File: src/rtl/memfill_pkg.sv
package memfill_pkg;
  typedef enum logic [1:0] {
    FILL_RAND  = 2'b00,
    FILL_ADDR  = 2'b01,
    FILL_ROT   = 2'b10,
    FILL_RSVD  = 2'b11
  } fill_mode_e;

  function automatic logic [7:0] lfsr8_next(input logic [7:0] s);
    return {s[6:0], s[7] ^ s[5] ^ s[4] ^ s[3]};
  endfunction

  function automatic logic [7:0] rotl8(input logic [7:0] v, input logic [2:0] n);
    logic [15:0] dbl;
    dbl = {v, v} << n;
    return dbl[15:8];
  endfunction

  function automatic logic [15:0] oc_add16(input logic [15:0] a, input logic [15:0] b);
    logic [16:0] s;
    s = {1'b0, a} + {1'b0, b};
    return s[15:0] + {15'd0, s[16]};
  endfunction
endpackage

File: src/rtl/memfill_patgen.sv
module memfill_patgen
  import memfill_pkg::*;
(
  input  logic       clk,
  input  logic       rst_n,
  input  logic       load,
  input  fill_mode_e load_mode,
  input  logic [7:0] seed,
  input  logic       adv,
  input  fill_mode_e run_mode,
  input  logic [2:0] rot_amt,
  input  logic [7:0] addr_lo,
  output logic [7:0] data
);
  logic [7:0] pat_q;

  always_ff @(posedge clk) begin
    if (!rst_n) begin
      pat_q <= 8'h00;
    end else if (load) begin
      if (load_mode == FILL_RAND && seed == 8'h00) pat_q <= 8'h01;
      else                                         pat_q <= seed;
    end else if (adv) begin
      case (run_mode)
        FILL_RAND: pat_q <= lfsr8_next(pat_q);
        FILL_ROT:  pat_q <= rotl8(pat_q, rot_amt);
        default:   pat_q <= pat_q;
      endcase
    end
  end

  assign data = (run_mode == FILL_ADDR) ? addr_lo : pat_q;
endmodule

File: src/rtl/memfill_cksum.sv
module memfill_cksum
  import memfill_pkg::*;
(
  input  logic        clk,
  input  logic        rst_n,
  input  logic        clr,
  input  logic        wr,
  input  logic        odd,
  input  logic        last,
  input  logic [7:0]  data,
  output logic [15:0] result
);
  logic [7:0]  hi_q;
  logic [15:0] acc_q;
  logic [15:0] acc_nxt;

  assign acc_nxt = oc_add16(acc_q, {hi_q, data});

  always_ff @(posedge clk) begin
    if (!rst_n) begin
      hi_q   <= 8'h00;
      acc_q  <= 16'h0000;
      result <= 16'h0000;
    end else if (clr) begin
      hi_q  <= 8'h00;
      acc_q <= 16'h0000;
    end else if (wr) begin
      if (!odd) hi_q  <= data;
      else      acc_q <= acc_nxt;
      if (last) result <= ~acc_nxt;
    end
  end
endmodule

File: src/rtl/memfill_portsel.sv
module memfill_portsel #(
  parameter int ADDR_W = 13,
  parameter int DATA_W = 8
) (
  input  logic              swap,
  input  logic [ADDR_W-1:0] dma_addr,
  input  logic [DATA_W-1:0] dma_wdata,
  input  logic              dma_we,
  input  logic [ADDR_W-1:0] eng_addr,
  input  logic [DATA_W-1:0] eng_wdata,
  input  logic              eng_we,
  output logic [ADDR_W-1:0] port_addr  [2],
  output logic [DATA_W-1:0] port_wdata [2],
  output logic              port_we    [2]
);
  for (genvar i = 0; i < 2; i++) begin : g_port
    logic to_engine;
    assign to_engine     = (i == 1) ^ swap;
    assign port_addr[i]  = to_engine ? eng_addr  : dma_addr;
    assign port_wdata[i] = to_engine ? eng_wdata : dma_wdata;
    assign port_we[i]    = to_engine ? eng_we    : dma_we;
  end
endmodule

File: src/rtl/memfill_bist.sv
module memfill_bist
  import memfill_pkg::*;
#(
  parameter int ADDR_W = 13
) (
  input  logic              clk,
  input  logic              rst_n,
  input  logic              reg_wr,
  input  logic              reg_sel,
  input  logic [7:0]        reg_wdata,
  output logic [7:0]        ctrl_rdata,
  output logic [7:0]        cks_hi,
  output logic [7:0]        cks_lo,
  input  logic [ADDR_W-1:0] dma_addr,
  input  logic [7:0]        dma_wdata,
  input  logic              dma_we,
  output logic [ADDR_W-1:0] p0_addr,
  output logic [7:0]        p0_wdata,
  output logic              p0_we,
  output logic [ADDR_W-1:0] p1_addr,
  output logic [7:0]        p1_wdata,
  output logic              p1_we
);
  localparam int DEPTH = 1 << ADDR_W;
  localparam logic [ADDR_W-1:0] LAST_ADDR = ADDR_W'(DEPTH - 1);

  logic [2:0]        rot_q;
  logic              swap_q;
  fill_mode_e        mode_q;
  logic              en_q;
  logic              busy_q;
  logic [7:0]        seed_q;
  logic [ADDR_W-1:0] addr_q;

  logic       ctrl_wr, start_ok, last_wr;
  fill_mode_e wr_mode;
  logic [7:0] eng_data;
  logic [15:0] cks;

  assign ctrl_wr  = reg_wr && !reg_sel && !busy_q;
  assign wr_mode  = fill_mode_e'(reg_wdata[5:4]);
  assign start_ok = ctrl_wr && reg_wdata[7] && reg_wdata[6] && (wr_mode != FILL_RSVD);
  assign last_wr  = busy_q && (addr_q == LAST_ADDR);

  always_ff @(posedge clk) begin
    if (!rst_n) begin
      rot_q  <= 3'd0;
      swap_q <= 1'b0;
      mode_q <= FILL_RAND;
      en_q   <= 1'b0;
      busy_q <= 1'b0;
      seed_q <= 8'h00;
      addr_q <= '0;
    end else begin
      if (ctrl_wr) begin
        rot_q  <= reg_wdata[2:0];
        swap_q <= reg_wdata[3];
        mode_q <= wr_mode;
        en_q   <= reg_wdata[6];
      end
      if (reg_wr && reg_sel && !busy_q) seed_q <= reg_wdata;
      if (start_ok) begin
        busy_q <= 1'b1;
        addr_q <= '0;
      end else if (busy_q) begin
        addr_q <= addr_q + 1'b1;
        if (last_wr) busy_q <= 1'b0;
      end
    end
  end

  memfill_patgen u_pat (
    .clk(clk), .rst_n(rst_n),
    .load(start_ok), .load_mode(wr_mode), .seed(seed_q),
    .adv(busy_q), .run_mode(mode_q), .rot_amt(rot_q),
    .addr_lo(addr_q[7:0]), .data(eng_data)
  );

  memfill_cksum u_cks (
    .clk(clk), .rst_n(rst_n),
    .clr(start_ok), .wr(busy_q), .odd(addr_q[0]), .last(last_wr),
    .data(eng_data), .result(cks)
  );

  logic [ADDR_W-1:0] pa [2];
  logic [7:0]        pd [2];
  logic              pw [2];

  memfill_portsel #(.ADDR_W(ADDR_W), .DATA_W(8)) u_psel (
    .swap(swap_q),
    .dma_addr(dma_addr), .dma_wdata(dma_wdata), .dma_we(dma_we),
    .eng_addr(addr_q), .eng_wdata(eng_data), .eng_we(busy_q),
    .port_addr(pa), .port_wdata(pd), .port_we(pw)
  );

  assign p0_addr = pa[0]; assign p0_wdata = pd[0]; assign p0_we = pw[0];
  assign p1_addr = pa[1]; assign p1_wdata = pd[1]; assign p1_we = pw[1];

  assign ctrl_rdata = {busy_q, en_q, mode_q, swap_q, rot_q};
  assign cks_hi = cks[15:8];
  assign cks_lo = cks[7:0];
endmodule

File: config.mk
export PLATFORM = sky130hd
export DESIGN_NAME = memfill_bist
export DESIGN_NICKNAME = d
export VERILOG_FILES = /design/src/rtl/memfill_pkg.sv /design/src/rtl/memfill_patgen.sv /design/src/rtl/memfill_cksum.sv /design/src/rtl/memfill_portsel.sv /design/src/rtl/memfill_bist.sv
export SDC_FILE = /design/constraint.sdc
export NUM_CORES = 1
export LEC_CHECK = 0
export ABC_CLOCK_PERIOD_IN_PS = 9080
export BUFFER_PORTS_ARGS = -buffer_cell sky130_fd_sc_hd__buf_2
export CAP_MARGIN = 20
export CORE_MARGIN = 2
export CORE_UTILIZATION = 50
export CTS_CLUSTER_SIZE = 25
export DETAILED_ROUTE_END_ITERATION = 12
export PLACE_DENSITY = 0.84
export SYNTH_ARGS = -nofsm -noshare
export SYNTH_HDL_FRONTEND = slang
export SYNTH_SLANG_ARGS = --single-unit
File: constraint.sdc
create_clock -name clk -period 9.08 [get_ports clk]
set_input_delay 0.454 -clock clk [delete_from_list [all_inputs] [get_ports clk]]
set_output_delay 0.454 -clock clk [all_outputs]
set_load 0.03 [all_outputs]
After elaboration in Yosys (flattened, before gate mapping). Index checks and enable logic that the tools add are counted. Widths: inputs -> output; s select.

Register bits: 77. Word-level logic and storage cells: 61.

$add $sub $neg: 3. Equality and inequality tests: 4. Shift operators: 1. Mux-type cells: 14. Bitwise operators: 7. Reductions and logical operators: 21.

Operator list (number): $mux 8 (6); $mux 13 (2); $add 16x16->17 (1); $add 16x1->16 (1); $not 16->16 (1); $pmux 8 s2 (1); $shl 16x3->16 (1); $add 13x1->13 const B (1); $eq 13x13->1 const B (1); $logic_and 1x1->1 (9); $logic_not 8->1 (1); $reduce_and 2->1 (3); $mux 1 (5); $logic_not 2->1 (2); $not 1->1 (3); $reduce_and 3->1 (1); $reduce_bool 3->1 (1); $xor 1x1->1 (3); $eq 2x1->1 const B (1); $eq 2x2->1 const B (1); $logic_not 1->1 (2); $ne 2x2->1 const B (1); $reduce_bool 2->1 (1); $reduce_or 2->1 (1).

Longest topological paths before layout. Gate-level depths: netlist of run 1.

Depth in word-level cells: 8. Gate-level depth with buffers: 22.

Modules after synthesis. A second synthesis of run 1 with hierarchy kept.

Cell total of the unflattened synthesis: 578. Area total of the unflattened synthesis: 5500.3 sq um.

By module, submodules not included: memfill_cksum (instances 1, cells an instance 304, area each 2611.3 sq um); memfill_bist (instances 1, cells an instance 140, area each 1328.8 sq um); memfill_patgen (instances 1, cells an instance 85, area each 823.3 sq um); memfill_portsel (instances 1, cells an instance 49, area each 737.0 sq um).

Least setup slack after synthesis of run 1. No wires, ideal clock.

Kind: flip-flop to flip-flop. Start point: register mode_q[0]. End point: register u_cks.result[15]. Data arrival time: 4.417 ns. Data required time: 9.001 ns. Slack: 4.584 ns. Stages on the path, launching flop included: 21. Path buffers: 1. Period minus slack after synthesis: 4.496 ns. Cells stage by stage: dfxtp_1 nor2b_1 clkbuf_1 mux2_2 ha_1 fa_1 a21oi_1 o221a_2 o211ai_2 a211oi_1 nor2_1 a21o_1 a21o_1 ha_1 nand3_1 nor4_2 nand3_1 nor2_1 and3_1 or3_1 o211ai_1.

Word-level cells in the longest chain between the ends: 5.

RTL lines: start: declaration (RTL line memfill_bist.sv:29) `fill_mode_e mode_q;`; start signal: assignment (RTL line memfill_bist.sv:58) `mode_q <= wr_mode;`; $eq 2x1->1 (RTL line memfill_patgen.sv:32) `assign data = (run_mode == FILL_ADDR) ? addr_lo : pat_q;`; $mux 8 (RTL line memfill_patgen.sv:32); net eng_data[0] (RTL line memfill_bist.sv:37) `logic [7:0] eng_data;`; $add 16x16->17 (RTL line memfill_pkg.sv:21) `s = {1'b0, a} + {1'b0, b};`; $add 16x1->16 (RTL line memfill_pkg.sv:22) `return s[15:0] + {15'd0, s[16]};`; $not 16->16 (RTL line memfill_cksum.sv:30) `if (last) result <= ~acc_nxt;`; end signal: assignment (RTL line memfill_cksum.sv:30); end: declaration (RTL line memfill_cksum.sv:11) `output logic [15:0] result`.

The timed path passes the listed nets, and every way through them passes these cells. A chain may end at the register's enable or synchronous reset.

Final worst setup path of run 1.
Start point: register mode_q[0]. End point: register u_cks.result[14].

Same word-level chain as after synthesis.

==> run_summary.xml, run 1 <==
<?xml version="1.0" encoding="UTF-8"?>
<metrics>
  <group name="cts">
    <metric name="postCtsResizedCells" unit="">0</metric>
    <metric name="numCtsBuffers" unit="">9</metric>
    <metric name="insertion_delay" unit="ns">0.36</metric>
    <metric name="tritoncts_num_sinks" unit="">77</metric>
    <metric name="clock_edge_transition_at_the_registers_on_the_reported_setup_and_hold_paths" unit="ns">0.08</metric>
    <metric name="cts_setup_buffers" unit="">0</metric>
    <metric name="cts-htree-levels" unit="">3</metric>
    <metric name="cts_tree" unit="">built</metric>
    <metric name="postCtsHoldBufs" unit="">0</metric>
    <metric name="max-clock-path-buffers" unit="">2</metric>
    <metric name="cts_root_buf" unit="">sky130_fd_sc_hd__clkbuf_8</metric>
  </group>
  <group name="timing">
    <metric name="final_worst_path_cycle_share" unit="%">55.9</metric>
    <metric name="fin_worst_skew" unit="ns">0.0131</metric>
    <metric name="whs" unit="ns">0.375</metric>
    <metric name="hold_violations" unit="">0</metric>
    <metric name="count_of_final_max_slew_check_failures" unit="">0</metric>
    <metric name="finalSetupViolCount" unit="">0</metric>
    <metric name="timing.max_slew.rel_slack" unit="%">28.0</metric>
    <metric name="finalCriticalPeriod" unit="ns">5.08</metric>
    <metric name="tightest_slew" unit="ns">1.08</metric>
    <metric name="clock.fmax" unit="MHz">197</metric>
    <metric name="tns" unit="ns">0</metric>
    <metric name="rsz_0062_raised_after_global_routing" unit="">no</metric>
  </group>
  <group name="job">
    <metric name="timing.max_cap.violations" unit="">0</metric>
  </group>
  <group name="die">
    <metric name="pin_count" unit="">102</metric>
    <metric name="die_width" unit="um">106</metric>
    <metric name="die_area" unit="sq mm">0.0113</metric>
    <metric name="initial_utilization" unit="%">51.0</metric>
    <metric name="placementRows" unit="">37</metric>
    <metric name="die_y" unit="um">106</metric>
    <metric name="core_area" unit="sq mm">0.0102</metric>
  </group>
  <group name="global_route">
    <metric name="globalRoute.busiestLayer" unit="">met2</metric>
    <metric name="gr-total-overflow" unit="">0</metric>
    <metric name="grt.met1_usage" unit="%">34.1</metric>
    <metric name="vias_in_the_first_global_route" unit="">4528</metric>
    <metric name="use_met2" unit="%">39.9</metric>
    <metric name="antenna_found_initial" unit="">0</metric>
    <metric name="global_route_wire_length_before_repair" unit="mm">22.9</metric>
    <metric name="grt_max_degree" unit="">55</metric>
    <metric name="global_route.usage.met3" unit="%">3.80</metric>
    <metric name="grt_use_total" unit="%">25.3</metric>
  </group>
  <group name="routing">
    <metric name="drt_first_iter_violations" unit="">423</metric>
    <metric name="drt-wirelength-per-cell" unit="um">17.4</metric>
    <metric name="number_of_antenna_violating_nets_in_the_routed_design" unit="">0</metric>
    <metric name="vias" unit="">4786</metric>
    <metric name="drtPass1Iterations" unit="">5</metric>
    <metric name="detailed_route_drc_error_count" unit="">0</metric>
    <metric name="routed_wl" unit="mm">14.2</metric>
    <metric name="post_dr_vias_cell" unit="">5.87</metric>
  </group>
  <group name="setup_path">
    <metric name="arrival_time_worst_endpoint" unit="ns">5.36</metric>
    <metric name="worstPathMaxFanout" unit="">9</metric>
    <metric name="critPathLaunchType" unit="">flop</metric>
    <metric name="cp_class" unit="">reg2reg</metric>
    <metric name="endpoint_kind" unit="">flop</metric>
    <metric name="crit_path_cell_trace" unit="">nor2b_1, mux2i_1, inv_1, ha_1, nand3_1, o221a_2, o211ai_2, a211oi_1, nor2_1, a21o_1, a21o_1, ha_1, ha_1, nand2_1, nor4_1, nand3_2, nor4_2, xnor2_1, mux2i_1, nor2b_1</metric>
    <metric name="timing.reg2reg.setup_slack" unit="ns">4.00</metric>
    <metric name="critPathSlowestCell" unit="">sky130_fd_sc_hd__nor2b_1</metric>
    <metric name="timing.rr.end" unit="">u_cks.result[14]</metric>
    <metric name="critical_path.most_common_cell" unit="">sky130_fd_sc_hd__ha_1</metric>
    <metric name="reg2reg_depth" unit="">20</metric>
    <metric name="worst_setup_path_startpoint" unit="">mode_q[0]</metric>
    <metric name="setup.worst_path.end" unit="">u_cks.result[14]</metric>
    <metric name="timing.rr.start" unit="">mode_q[0]</metric>
    <metric name="required" unit="ns">9.37</metric>
    <metric name="critical_path.max_stage_delay" unit="ns">0.76</metric>
  </group>
  <group name="yosys">
    <metric name="yosys.area_share.adder" unit="%">4.94</metric>
    <metric name="synthDominantAreaCellType" unit="">sky130_fd_sc_hd__dfxtp_1</metric>
    <metric name="synth-main-ff-cell" unit="">sky130_fd_sc_hd__dfxtp_1</metric>
    <metric name="synthCells" unit="">598</metric>
    <metric name="post_synth_mux_area_share" unit="%">18.0</metric>
    <metric name="synthDominantCellAreaShare" unit="%">29.6</metric>
    <metric name="synth_area_in_xor_xnor" unit="%">5.71</metric>
    <metric name="synth_area_per_cell" unit="sq um">8.72</metric>
    <metric name="synth_cell_types" unit="">60</metric>
    <metric name="async_reset_ff_share" unit="%">0</metric>
    <metric name="synth_top_family_by_area" unit="">simple AND/OR/NAND/NOR gates</metric>
    <metric name="share_of_the_yosys_chip_area_belonging_to_registers" unit="%">29.6</metric>
    <metric name="ys_warn_count" unit="">0</metric>
    <metric name="post_synth_instance_area" unit="sq mm">0.00522</metric>
    <metric name="synth_compound_area_share" unit="%">16.7</metric>
    <metric name="synth_fp_nets" unit="">652</metric>
    <metric name="synth_simple_gate_area_share" unit="%">20.6</metric>
    <metric name="synth_edf_count" unit="">0</metric>
    <metric name="netlist_top_cells_area" unit="">sky130_fd_sc_hd__dfxtp_1 30%, sky130_fd_sc_hd__mux2_2 8.2%, sky130_fd_sc_hd__mux2i_1 8.1%</metric>
    <metric name="synth.ff_latch_count" unit="">77</metric>
  </group>
  <group name="outcome">
    <metric name="result_of_the_run" unit="">finished clean</metric>
  </group>
  <group name="power">
    <metric name="max-vdd-ir-drop" unit="V">0.0000849</metric>
    <metric name="power_density" unit="mW/mm^2">135</metric>
    <metric name="cellLeakagePower" unit="nW">2.62</metric>
  </group>
  <group name="cells_and_area">
    <metric name="finish.instance_area" unit="sq mm">0.00600</metric>
    <metric name="multi_input_area" unit="sq mm">0.00345</metric>
    <metric name="layout.nets" unit="">728</metric>
    <metric name="ff_latch_area" unit="sq mm">0.00154</metric>
    <metric name="num_antenna_cells" unit="">0</metric>
    <metric name="post_route_cells_drive_above_1_share" unit="%">27.0</metric>
    <metric name="layout.core_utilization" unit="%">58.6</metric>
    <metric name="fillerInstances" unit="">866</metric>
    <metric name="synthToLayoutAreaGrowth" unit="%">14.9</metric>
  </group>
  <group name="placed_design">
    <metric name="buffer_ports.inserted" unit="">101</metric>
    <metric name="placed_cell_area" unit="sq mm">0.00574</metric>
    <metric name="gp_congestion" unit="">1.03</metric>
    <metric name="post-dp-hpwl" unit="mm">10.6</metric>
  </group>
  <group name="min_path">
    <metric name="worst_hold_path_type" unit="">in2reg</metric>
  </group>
</metrics>
worst min path at each step:
stage	start	to	slack [ns]	depth (start not counted)
final	reg_wdata[0]	seed_q[0]	0.37	3
after global routing	reg_wdata[3]	seed_q[3]	0.40	3
after CTS	reg_wdata[0]	seed_q[0]	0.37	3
after detailed placement	u_cks.acc_q[0]	u_cks.acc_q[0]	0.47	2
after global placement	u_cks.acc_q[0]	u_cks.acc_q[0]	0.46	2
after floorplan	u_cks.acc_q[0]	u_cks.acc_q[0]	0.44	2
synthesized netlist by cell type (4+ instances only):
| library cell | n |
|---|---|
| sky130_fd_sc_hd__nor2b_1 | 33 |
| sky130_fd_sc_hd__nor2_1 | 66 |
| sky130_fd_sc_hd__nand3_1 | 13 |
| sky130_fd_sc_hd__mux2i_1 | 42 |
| sky130_fd_sc_hd__xnor2_1 | 14 |
| sky130_fd_sc_hd__o21a_1 | 4 |
| sky130_fd_sc_hd__xor2_1 | 20 |
| sky130_fd_sc_hd__a211o_1 | 5 |
| sky130_fd_sc_hd__clkbuf_1 | 28 |
| sky130_fd_sc_hd__mux4_2 | 4 |
| sky130_fd_sc_hd__a31oi_1 | 4 |
| sky130_fd_sc_hd__nor4_2 | 4 |
| sky130_fd_sc_hd__buf_1 | 4 |
| sky130_fd_sc_hd__nand2_1 | 53 |
| sky130_fd_sc_hd__nand4_1 | 7 |
| sky130_fd_sc_hd__dfxtp_1 | 77 |
| sky130_fd_sc_hd__a211oi_1 | 24 |
| sky130_fd_sc_hd__inv_1 | 13 |
| sky130_fd_sc_hd__o211a_1 | 8 |
| sky130_fd_sc_hd__mux2_2 | 38 |
| sky130_fd_sc_hd__nor3_1 | 4 |
| sky130_fd_sc_hd__buf_4 | 5 |
| sky130_fd_sc_hd__and2_1 | 4 |
| sky130_fd_sc_hd__ha_1 | 19 |
| sky130_fd_sc_hd__a21o_1 | 8 |
| sky130_fd_sc_hd__o21ai_0 | 14 |
| sky130_fd_sc_hd__a21oi_1 | 34 |
sequential cells by signal, summed over array words and instances (netlist names):
name,cells
en_q,1
rot_q,3
u_cks.result,16
seed_q,8
swap_q,1
addr_q,13
u_cks.acc_q,16
u_cks.hi_q,8
busy_q,1
mode_q,2
u_pat.pat_q,8
worst max-delay path: cells and delay by family, from the launching register on:
family	cells	cell delay, ns
and+or+nand+nor	8	2.15
AOI/OAI and AO/OA	5	0.85
xor gates and xnor gates	1	0.19
buffers and inverters	1	0.13
DFF	1	0.40
muxes	2	0.50
adders and majority gates	3	0.79
where the power goes:
group | switching (W) | internal, W
registers | 0.0000118 | 0.000344
logic | 0.0000819 | 0.0000504
clock network | 0.000129 | 0.000190
placed cells by master (no fill, tap or decap), drive strengths merged, types with 7 or more instances in the layout:
cell type  Yosys  routed
a211oi        26      26
clkbuf        28      12
xor2          20      20
mux2          38      38
dfxtp         77      77
nor2          66      66
a21o           9       9
ha            19      19
nand4          8       8
inv           13      13
o21ai         14      14
mux2i         42      42
xnor2         14      14
a21oi         35      35
nor2b         33      33
nand3         15      15
nand2         53      53
nor4           7       7
o211a          8       8
buf           12     105
stage by stage:
step | setup WS (ns) | cells | total power (W)
after detailed placement | 4.12 | 798 | 0.000493
after floorplan | 4.58 | 598 | 0.000456
after global placement | 4.37 | 798 | 0.000490
after CTS | 4.03 | 814 | 0.000809
final | 4.00 | 815 | 0.000807
after global routing | 3.48 | 815 | 0.000834
per-layer routing:
layer	share of wire, %	routed length [um]
met1	44	6280
met2	45	6400
met3	6.3	898
met4	4.3	614
met5	0	0
layout make-up:
type	instances	area share, %
clock buffers	12	2.42
clock inverters	4	1.59
inverters	13	0.814
multi-input cells	468	57.5
flip-flops and latches	77	25.7
well taps	136	2.84
repair buffers	105	9.14
kinds of logic after synthesis:
family | Yosys count
buffers and inverters | 53
XOR/XNOR | 34
flip-flops | 77
AND/OR/NAND/NOR | 208
AO/OA/AOI/OAI | 122
multiplexers | 84
adder cells (fa/ha/maj) | 20
Note: power is estimated with default switching activity, not from simulation.
==> run 2, diff against run 1 <==
--- a/config.mk
+++ b/config.mk
@@ -5,14 +5,14 @@
 export SDC_FILE = /design/constraint.sdc
 export NUM_CORES = 1
 export LEC_CHECK = 0
-export ABC_CLOCK_PERIOD_IN_PS = 9080
+export ABC_CLOCK_PERIOD_IN_PS = 4350
 export BUFFER_PORTS_ARGS = -buffer_cell sky130_fd_sc_hd__buf_2
 export CAP_MARGIN = 20
 export CORE_MARGIN = 2
 export CORE_UTILIZATION = 50
 export CTS_CLUSTER_SIZE = 25
 export DETAILED_ROUTE_END_ITERATION = 12
-export PLACE_DENSITY = 0.84
+export PLACE_DENSITY = 0.87
 export SYNTH_ARGS = -nofsm -noshare
 export SYNTH_HDL_FRONTEND = slang
 export SYNTH_SLANG_ARGS = --single-unit
==> constraint.sdc (replaced) <==
create_clock -name clk -period 4.35 [get_ports clk]
set_input_delay 0.2175 -clock clk [delete_from_list [all_inputs] [get_ports clk]]
set_output_delay 0.2175 -clock clk [all_outputs]
set_load 0.03 [all_outputs]
==> run_summary.xml, run 2 (synthesized netlist as in run 1, its figures left out) <==
<?xml version="1.0" encoding="UTF-8"?>
<metrics>
  <group name="timing">
    <metric name="finalSetupViolCount" unit="">0</metric>
    <metric name="layout_setup_ws" unit="ns">0.0204</metric>
    <metric name="finalCriticalPeriod" unit="ns">4.33</metric>
    <metric name="fin_worst_skew" unit="ns">0.0120</metric>
    <metric name="count_of_final_max_slew_check_failures" unit="">0</metric>
    <metric name="timing.max_slew.rel_slack" unit="%">35.3</metric>
    <metric name="whs" unit="ns">0.130</metric>
    <metric name="tightest_slew" unit="ns">0.969</metric>
    <metric name="rsz_0062_raised_after_global_routing" unit="">yes</metric>
    <metric name="clock.fmax" unit="MHz">231</metric>
    <metric name="hold_violations" unit="">0</metric>
    <metric name="final_worst_path_cycle_share" unit="%">99.5</metric>
  </group>
  <group name="global_route">
    <metric name="grt_max_degree" unit="">55</metric>
    <metric name="vias_in_the_first_global_route" unit="">4648</metric>
    <metric name="antenna_found_initial" unit="">0</metric>
    <metric name="gr-total-overflow" unit="">0</metric>
    <metric name="grt_use_total" unit="%">25.9</metric>
    <metric name="global_route_wire_length_before_repair" unit="mm">23.2</metric>
    <metric name="use_met2" unit="%">42.0</metric>
    <metric name="grt.met1_usage" unit="%">33.5</metric>
    <metric name="globalRoute.busiestLayer" unit="">met2</metric>
    <metric name="global_route.usage.met3" unit="%">3.74</metric>
  </group>
  <group name="cells_and_area">
    <metric name="ff_latch_area" unit="sq mm">0.00154</metric>
    <metric name="num_antenna_cells" unit="">0</metric>
    <metric name="layout.cells.most_common_list" unit="">101 x sky130_fd_sc_hd__buf_2, 75 x sky130_fd_sc_hd__dfxtp_1, 65 x sky130_fd_sc_hd__nor2_1</metric>
    <metric name="multi_input_area" unit="sq mm">0.00356</metric>
    <metric name="final-instance-count-excl-fill" unit="">837</metric>
    <metric name="fillerInstances" unit="">856</metric>
    <metric name="registers_with_the_most_flip_flops" unit="">u_cks.acc_q x16, u_cks.result x16, addr_q x13</metric>
    <metric name="post_route_cells_drive_above_1_share" unit="%">31.5</metric>
    <metric name="layout.core_utilization" unit="%">61.2</metric>
    <metric name="synthToLayoutAreaGrowth" unit="%">20.1</metric>
    <metric name="finish.instance_area" unit="sq mm">0.00626</metric>
    <metric name="layout.nets" unit="">750</metric>
    <metric name="final_common_cell" unit="">sky130_fd_sc_hd__buf_2</metric>
  </group>
  <group name="setup_path">
    <metric name="worst_setup_path_startpoint" unit="">mode_q[0]</metric>
    <metric name="endpoint_kind" unit="">flop</metric>
    <metric name="cp_class" unit="">reg2reg</metric>
    <metric name="required" unit="ns">4.65</metric>
    <metric name="worstPathMaxFanout" unit="">8</metric>
    <metric name="critical_path.max_stage_delay" unit="ns">0.39</metric>
    <metric name="arrival_time_worst_endpoint" unit="ns">4.63</metric>
    <metric name="critPathLaunchType" unit="">flop</metric>
    <metric name="critPathSlowestCell" unit="">sky130_fd_sc_hd__fa_2</metric>
    <metric name="timing.rr.start" unit="">mode_q[0]</metric>
    <metric name="crit_path_cell_trace" unit="">nor2b_2, buf_6, mux2_2, ha_1, fa_2, a21oi_2, o221a_2, o211ai_2, a211oi_2, nor2_1, a21o_1, a21o_1, ha_1, nand3_1, nor4_4, nand3_1, nor2_1, and3_1, or3_1, o211ai_1</metric>
  </group>
  <group name="min_path">
    <metric name="holdCritStartpoint" unit="">reg_wdata[3]</metric>
    <metric name="worst_hold_path_type" unit="">in2reg</metric>
  </group>
  <group name="cts">
    <metric name="cts-htree-levels" unit="">3</metric>
    <metric name="insertion_delay" unit="ns">0.37</metric>
    <metric name="max-clock-path-buffers" unit="">2</metric>
    <metric name="tritoncts_num_sinks" unit="">77</metric>
    <metric name="clock_edge_transition_at_the_registers_on_the_reported_setup_and_hold_paths" unit="ns">0.09</metric>
    <metric name="numCtsBuffers" unit="">9</metric>
    <metric name="cts_tree" unit="">built</metric>
    <metric name="cts_root_buf" unit="">sky130_fd_sc_hd__clkbuf_8</metric>
  </group>
  <group name="die">
    <metric name="die_width" unit="um">106</metric>
    <metric name="pin_count" unit="">102</metric>
    <metric name="die_y" unit="um">106</metric>
    <metric name="die_area" unit="sq mm">0.0113</metric>
    <metric name="placementRows" unit="">37</metric>
    <metric name="initial_utilization" unit="%">51.0</metric>
    <metric name="core_area" unit="sq mm">0.0102</metric>
  </group>
  <group name="power">
    <metric name="p_int" unit="W">0.00117</metric>
    <metric name="pwr-share-comb" unit="%">17.7</metric>
    <metric name="share_of_total_power_in_sequential_cells" unit="%">44.6</metric>
    <metric name="cellLeakagePower" unit="nW">2.77</metric>
    <metric name="max-vdd-ir-drop" unit="V">0.000232</metric>
    <metric name="p_sw" unit="W">0.000489</metric>
    <metric name="power.clock.fraction" unit="%">37.7</metric>
    <metric name="p_sw_share" unit="%">29.4</metric>
    <metric name="power_density" unit="mW/mm^2">266</metric>
  </group>
  <group name="routing">
    <metric name="post_dr_vias_cell" unit="">5.91</metric>
    <metric name="drt_first_iter_violations" unit="">457</metric>
    <metric name="drt-wirelength-per-cell" unit="um">18.3</metric>
    <metric name="routed_wl" unit="mm">15.3</metric>
    <metric name="vias" unit="">4948</metric>
    <metric name="number_of_antenna_violating_nets_in_the_routed_design" unit="">0</metric>
    <metric name="drtPass1Iterations" unit="">5</metric>
    <metric name="detailed_route_drc_error_count" unit="">0</metric>
  </group>
  <group name="placed_design">
    <metric name="dp_worst_slack" unit="ns">-0.110</metric>
    <metric name="placed_cells" unit="">814</metric>
    <metric name="placed_cell_area" unit="sq mm">0.00586</metric>
    <metric name="post-dp-hpwl" unit="mm">11.0</metric>
    <metric name="buffer_ports.inserted" unit="">101</metric>
    <metric name="gp_congestion" unit="">0.981</metric>
  </group>
  <group name="outcome">
    <metric name="result_of_the_run" unit="">finished clean</metric>
  </group>
  <group name="job">
    <metric name="timing.max_cap.violations" unit="">0</metric>
  </group>
</metrics>
==> run 2: changes by cell type in the layout (fill, tap and decap cells not counted), sizes merged <==
cell / before / now
clkbuf: 12 / 11
inv: 13 / 14
buf: 105 / 127
bufinv: 3 / 2
clkinv: 1 / 2
==> run 2: cell type report <==
type                    instances  share of cell area [%]
clock buffers                  11                    2.26
clock inverters                 5                    1.32
inverters                      13                   0.779
multi-input cells             468                    56.8
flip-flops and latches         77                    24.7
well taps                     136                    2.72
repair buffers                127                    11.4
==> run 2: critical path, delay by kind of cell, from the launching register on <==
family,cells,cell delay [ns]
mux,1,0.37
fa+ha+maj,3,0.84
compound gates,7,1.25
buf+inv,1,0.17
flops,1,0.37
simple gates,8,1.27
==> run 2: metal layers <==
metal | vias up | share of wire, %
met4 | 0 | 3.9
met3 | 45 | 6.3
met1 | 2364 | 44
met5 | - | 0
met2 | 206 | 46
li1 | 2333 | -
==> run 2: power groups by stage <==
| stage | Combinational (W) | Sequential (W) | Clock (W) |
|---|---|---|---|
| 2_1_floorplan | 0.000203 | 0.000749 | 0 |
| 3_3_place_gp | 0.000268 | 0.000763 | 0 |
| 3_5_place_dp | 0.000275 | 0.000764 | 0 |
| 4_1_cts | 0.000278 | 0.000747 | 0.000630 |
| 5_1_grt | 0.000314 | 0.000744 | 0.000657 |
| 6_report | 0.000295 | 0.000742 | 0.000627 |
==> run 2: final timing paths <==
path	slack, ns	cells after the start	endpoint
worst max register to register	0.02	20	u_cks.result[15]
worst max-delay path	0.02	20	u_cks.result[15]
worst min register to register	0.49	2	u_cks.acc_q[0]
worst min-delay path	0.13	3	seed_q[3]
==> run 2: repair_timing <==
action,in CTS,in global routing
endpoints found under the setup margin,13,17
pin swaps,1,9
hold buffers,0,0
resized for setup,7,15
setup buffers,0,6
==> run 2: through the flow <==
step	power [W]	TNS [ns]
floorplan	0.000952	0
global placement	0.00103	0
detailed placement	0.00104	-0.598
CTS	0.00166	0
global route	0.00171	-0.852
finish	0.00166	0
==> run 3, diff against run 2 <==
--- a/config.mk
+++ b/config.mk
@@ -8,11 +8,13 @@
 export ABC_CLOCK_PERIOD_IN_PS = 4350
 export BUFFER_PORTS_ARGS = -buffer_cell sky130_fd_sc_hd__buf_2
 export CAP_MARGIN = 20
+export CELL_PAD_IN_SITES_DETAIL_PLACEMENT = 1
+export CELL_PAD_IN_SITES_GLOBAL_PLACEMENT = 1
 export CORE_MARGIN = 2
-export CORE_UTILIZATION = 50
+export CORE_UTILIZATION = 35
 export CTS_CLUSTER_SIZE = 25
 export DETAILED_ROUTE_END_ITERATION = 12
-export PLACE_DENSITY = 0.87
+export PLACE_DENSITY_LB_ADDON = 0.1
 export SYNTH_ARGS = -nofsm -noshare
 export SYNTH_HDL_FRONTEND = slang
 export SYNTH_SLANG_ARGS = --single-unit
==> run_summary.xml, run 3 (synthesized netlist as in run 1, its figures left out) <==
<?xml version="1.0" encoding="UTF-8"?>
<metrics>
  <group name="global_route">
    <metric name="vias_in_the_first_global_route" unit="">4924</metric>
    <metric name="grt_use_total" unit="%">20.9</metric>
    <metric name="gr-total-overflow" unit="">0</metric>
    <metric name="antenna_found_initial" unit="">1</metric>
    <metric name="global_route_wire_length_before_repair" unit="mm">26.5</metric>
    <metric name="grt_max_degree" unit="">55</metric>
  </group>
  <group name="routing">
    <metric name="detailed_route_drc_error_count" unit="">0</metric>
    <metric name="drtPass1Iterations" unit="">4</metric>
    <metric name="number_of_antenna_violating_nets_in_the_routed_design" unit="">0</metric>
    <metric name="drt-wirelength-per-cell" unit="um">18.8</metric>
    <metric name="post_dr_vias_cell" unit="">5.40</metric>
    <metric name="routed_wl" unit="mm">16.7</metric>
    <metric name="drt_first_iter_violations" unit="">189</metric>
    <metric name="vias" unit="">4800</metric>
  </group>
  <group name="die">
    <metric name="die_y" unit="um">126</metric>
    <metric name="initial_utilization" unit="%">35.9</metric>
    <metric name="die_width" unit="um">126</metric>
    <metric name="core_area" unit="sq mm">0.0145</metric>
    <metric name="placementRows" unit="">44</metric>
    <metric name="die_area" unit="sq mm">0.0159</metric>
    <metric name="pin_count" unit="">102</metric>
  </group>
  <group name="min_path">
    <metric name="worstHoldPathCells" unit="">3</metric>
    <metric name="worst_hold_path_type" unit="">in2reg</metric>
    <metric name="holdCritStartpoint" unit="">reg_wdata[2]</metric>
    <metric name="min_to" unit="">seed_q[2]</metric>
  </group>
  <group name="power">
    <metric name="share_of_total_power_in_sequential_cells" unit="%">41.6</metric>
    <metric name="pwr-share-comb" unit="%">16.7</metric>
    <metric name="max-vdd-ir-drop" unit="V">0.000131</metric>
    <metric name="cellLeakagePower" unit="nW">2.78</metric>
    <metric name="power_density" unit="mW/mm^2">278</metric>
    <metric name="power.clock.fraction" unit="%">41.7</metric>
    <metric name="p_sw_share" unit="%">28.6</metric>
    <metric name="p_int" unit="W">0.00128</metric>
    <metric name="p_sw" unit="W">0.000512</metric>
  </group>
  <group name="placed_design">
    <metric name="buffer_ports.inserted" unit="">101</metric>
    <metric name="post-dp-hpwl" unit="mm">12.7</metric>
    <metric name="gp_congestion" unit="">0.855</metric>
    <metric name="placed_cell_area" unit="sq mm">0.00595</metric>
  </group>
  <group name="cells_and_area">
    <metric name="num_antenna_cells" unit="">0</metric>
    <metric name="final_common_cell" unit="">sky130_fd_sc_hd__buf_2</metric>
    <metric name="layout.core_utilization" unit="%">44.4</metric>
    <metric name="post_route_cells_drive_above_1_share" unit="%">32.8</metric>
    <metric name="layout.cells.most_common_list" unit="">101 x sky130_fd_sc_hd__buf_2, 75 x sky130_fd_sc_hd__dfxtp_1, 65 x sky130_fd_sc_hd__nor2_1</metric>
    <metric name="registers_with_the_most_flip_flops" unit="">u_cks.acc_q x16, u_cks.result x16, addr_q x13</metric>
    <metric name="synthToLayoutAreaGrowth" unit="%">23.6</metric>
    <metric name="finish.instance_area" unit="sq mm">0.00645</metric>
    <metric name="layout.nets" unit="">756</metric>
  </group>
  <group name="cts">
    <metric name="clock_edge_transition_at_the_registers_on_the_reported_setup_and_hold_paths" unit="ns">0.06</metric>
    <metric name="cts-htree-levels" unit="">3</metric>
    <metric name="cts_root_buf" unit="">sky130_fd_sc_hd__clkbuf_16</metric>
    <metric name="numCtsBuffers" unit="">9</metric>
    <metric name="tritoncts_num_sinks" unit="">77</metric>
    <metric name="max-clock-path-buffers" unit="">2</metric>
    <metric name="insertion_delay" unit="ns">0.35</metric>
    <metric name="cts_tree" unit="">built</metric>
  </group>
  <group name="timing">
    <metric name="clock.fmax" unit="MHz">244</metric>
    <metric name="timing.max_slew.rel_slack" unit="%">27.6</metric>
    <metric name="fin_worst_skew" unit="ns">0.00581</metric>
    <metric name="hold_violations" unit="">0</metric>
    <metric name="count_of_final_max_slew_check_failures" unit="">0</metric>
    <metric name="tightest_slew" unit="ns">1.08</metric>
    <metric name="finalCriticalPeriod" unit="ns">4.10</metric>
    <metric name="finalSetupViolCount" unit="">0</metric>
    <metric name="final_worst_path_cycle_share" unit="%">94.3</metric>
  </group>
  <group name="setup_path">
    <metric name="arrival_time_worst_endpoint" unit="ns">4.37</metric>
    <metric name="timing.rr.end" unit="">u_cks.acc_q[12]</metric>
    <metric name="worstPathMaxFanout" unit="">5</metric>
    <metric name="cp_class" unit="">reg2reg</metric>
    <metric name="required" unit="ns">4.62</metric>
    <metric name="timing.rr.start" unit="">mode_q[0]</metric>
    <metric name="reg2reg_depth" unit="">21</metric>
    <metric name="endpoint_kind" unit="">flop</metric>
    <metric name="critPathLaunchType" unit="">flop</metric>
    <metric name="timing.reg2reg.setup_slack" unit="ns">0.25</metric>
  </group>
  <group name="outcome">
    <metric name="result_of_the_run" unit="">finished clean</metric>
  </group>
  <group name="job">
    <metric name="timing.max_cap.violations" unit="">0</metric>
  </group>
</metrics>
run 3: critical path: stages (launching register included):
cell and delay (ns):
sky130_fd_sc_hd__dfxtp_1 0.33, sky130_fd_sc_hd__nor2b_4 0.17, sky130_fd_sc_hd__buf_6 0.15, sky130_fd_sc_hd__mux2_2 0.36, sky130_fd_sc_hd__ha_2 0.20, sky130_fd_sc_hd__fa_2 0.39
sky130_fd_sc_hd__a21oi_2 0.17, sky130_fd_sc_hd__o221a_2 0.23, sky130_fd_sc_hd__o211ai_2 0.11, sky130_fd_sc_hd__a211oi_2 0.26, sky130_fd_sc_hd__nor2_2 0.07, sky130_fd_sc_hd__a21o_1 0.18
sky130_fd_sc_hd__a21o_1 0.18, sky130_fd_sc_hd__ha_2 0.21, sky130_fd_sc_hd__ha_4 0.17, sky130_fd_sc_hd__nand2_2 0.09, sky130_fd_sc_hd__nor4_4 0.06, sky130_fd_sc_hd__nand3_2 0.18
sky130_fd_sc_hd__nor3_2 0.07, sky130_fd_sc_hd__xnor2_1 0.21, sky130_fd_sc_hd__nand2_1 0.10, sky130_fd_sc_hd__a21oi_2 0.13
run 3: final cells by class:
type | instances | area [sq um]
clock buffer | 10 | 229
clock inverter | 4 | 51.3
fill | 1733 | 8090
inverter | 13 | 48.8
multi-input combinational | 468 | 3580
sequential | 77 | 1540
tap | 184 | 230
timing repair buffer | 133 | 762
run 3: power by group through the flow:
stage	registers, W	logic [W]	clock network, W
after global routing	0.000746	0.000324	0.000790
after detailed placement	0.000764	0.000284	0
final	0.000744	0.000299	0.000747
after floorplan	0.000749	0.000203	0
after global placement	0.000762	0.000279	0
after CTS	0.000748	0.000287	0.000764
run 3: worst max-delay path by stage:
stage,startpoint,end,slack [ns],depth (start not counted)
floorplan,mode_q[0],u_cks.result[15],0.02,20
global placement,mode_q[0],u_cks.result[15],0.09,20
detailed placement,mode_q[0],u_cks.result[14],-0.11,21
CTS,mode_q[0],u_cks.result[14],0.004,21
global route,mode_q[0],u_cks.acc_q[12],-0.04,21
finish,mode_q[0],u_cks.acc_q[12],0.25,21
run 3: per-layer routing:
layer | vias up | global-route usage [%] | share of wire [%]
li1 | 2345 | - | -
met1 | 2297 | 29.2 | 48
met2 | 128 | 32.2 | 44
met3 | 28 | 3.78 | 5.3
met4 | 2 | 7.76 | 2.3
met5 | - | 0 | 0.078
run 3: metrics by stage:
stage                     setup WS (ns)  std cells  power (W)  setup TNS [ns]  hold WS [ns]
after detailed placement         -0.108        866    0.00105          -0.210         0.469
after global placement           0.0867        866    0.00104               0         0.461
after CTS                       0.00400        882    0.00180               0         0.141
final                             0.249        889    0.00179               0         0.150
after floorplan                  0.0184        598   0.000952               0         0.384
after global routing            -0.0436        889    0.00186         -0.0539         0.156
run 3: what timing repair did:
item,4_1_cts,5_1_grt
setup endpoints to repair,6,21
gates resized for setup,2,27
hold buffers,0,0
buffers inserted,2,5
cloned,0,1
pin swaps,0,12
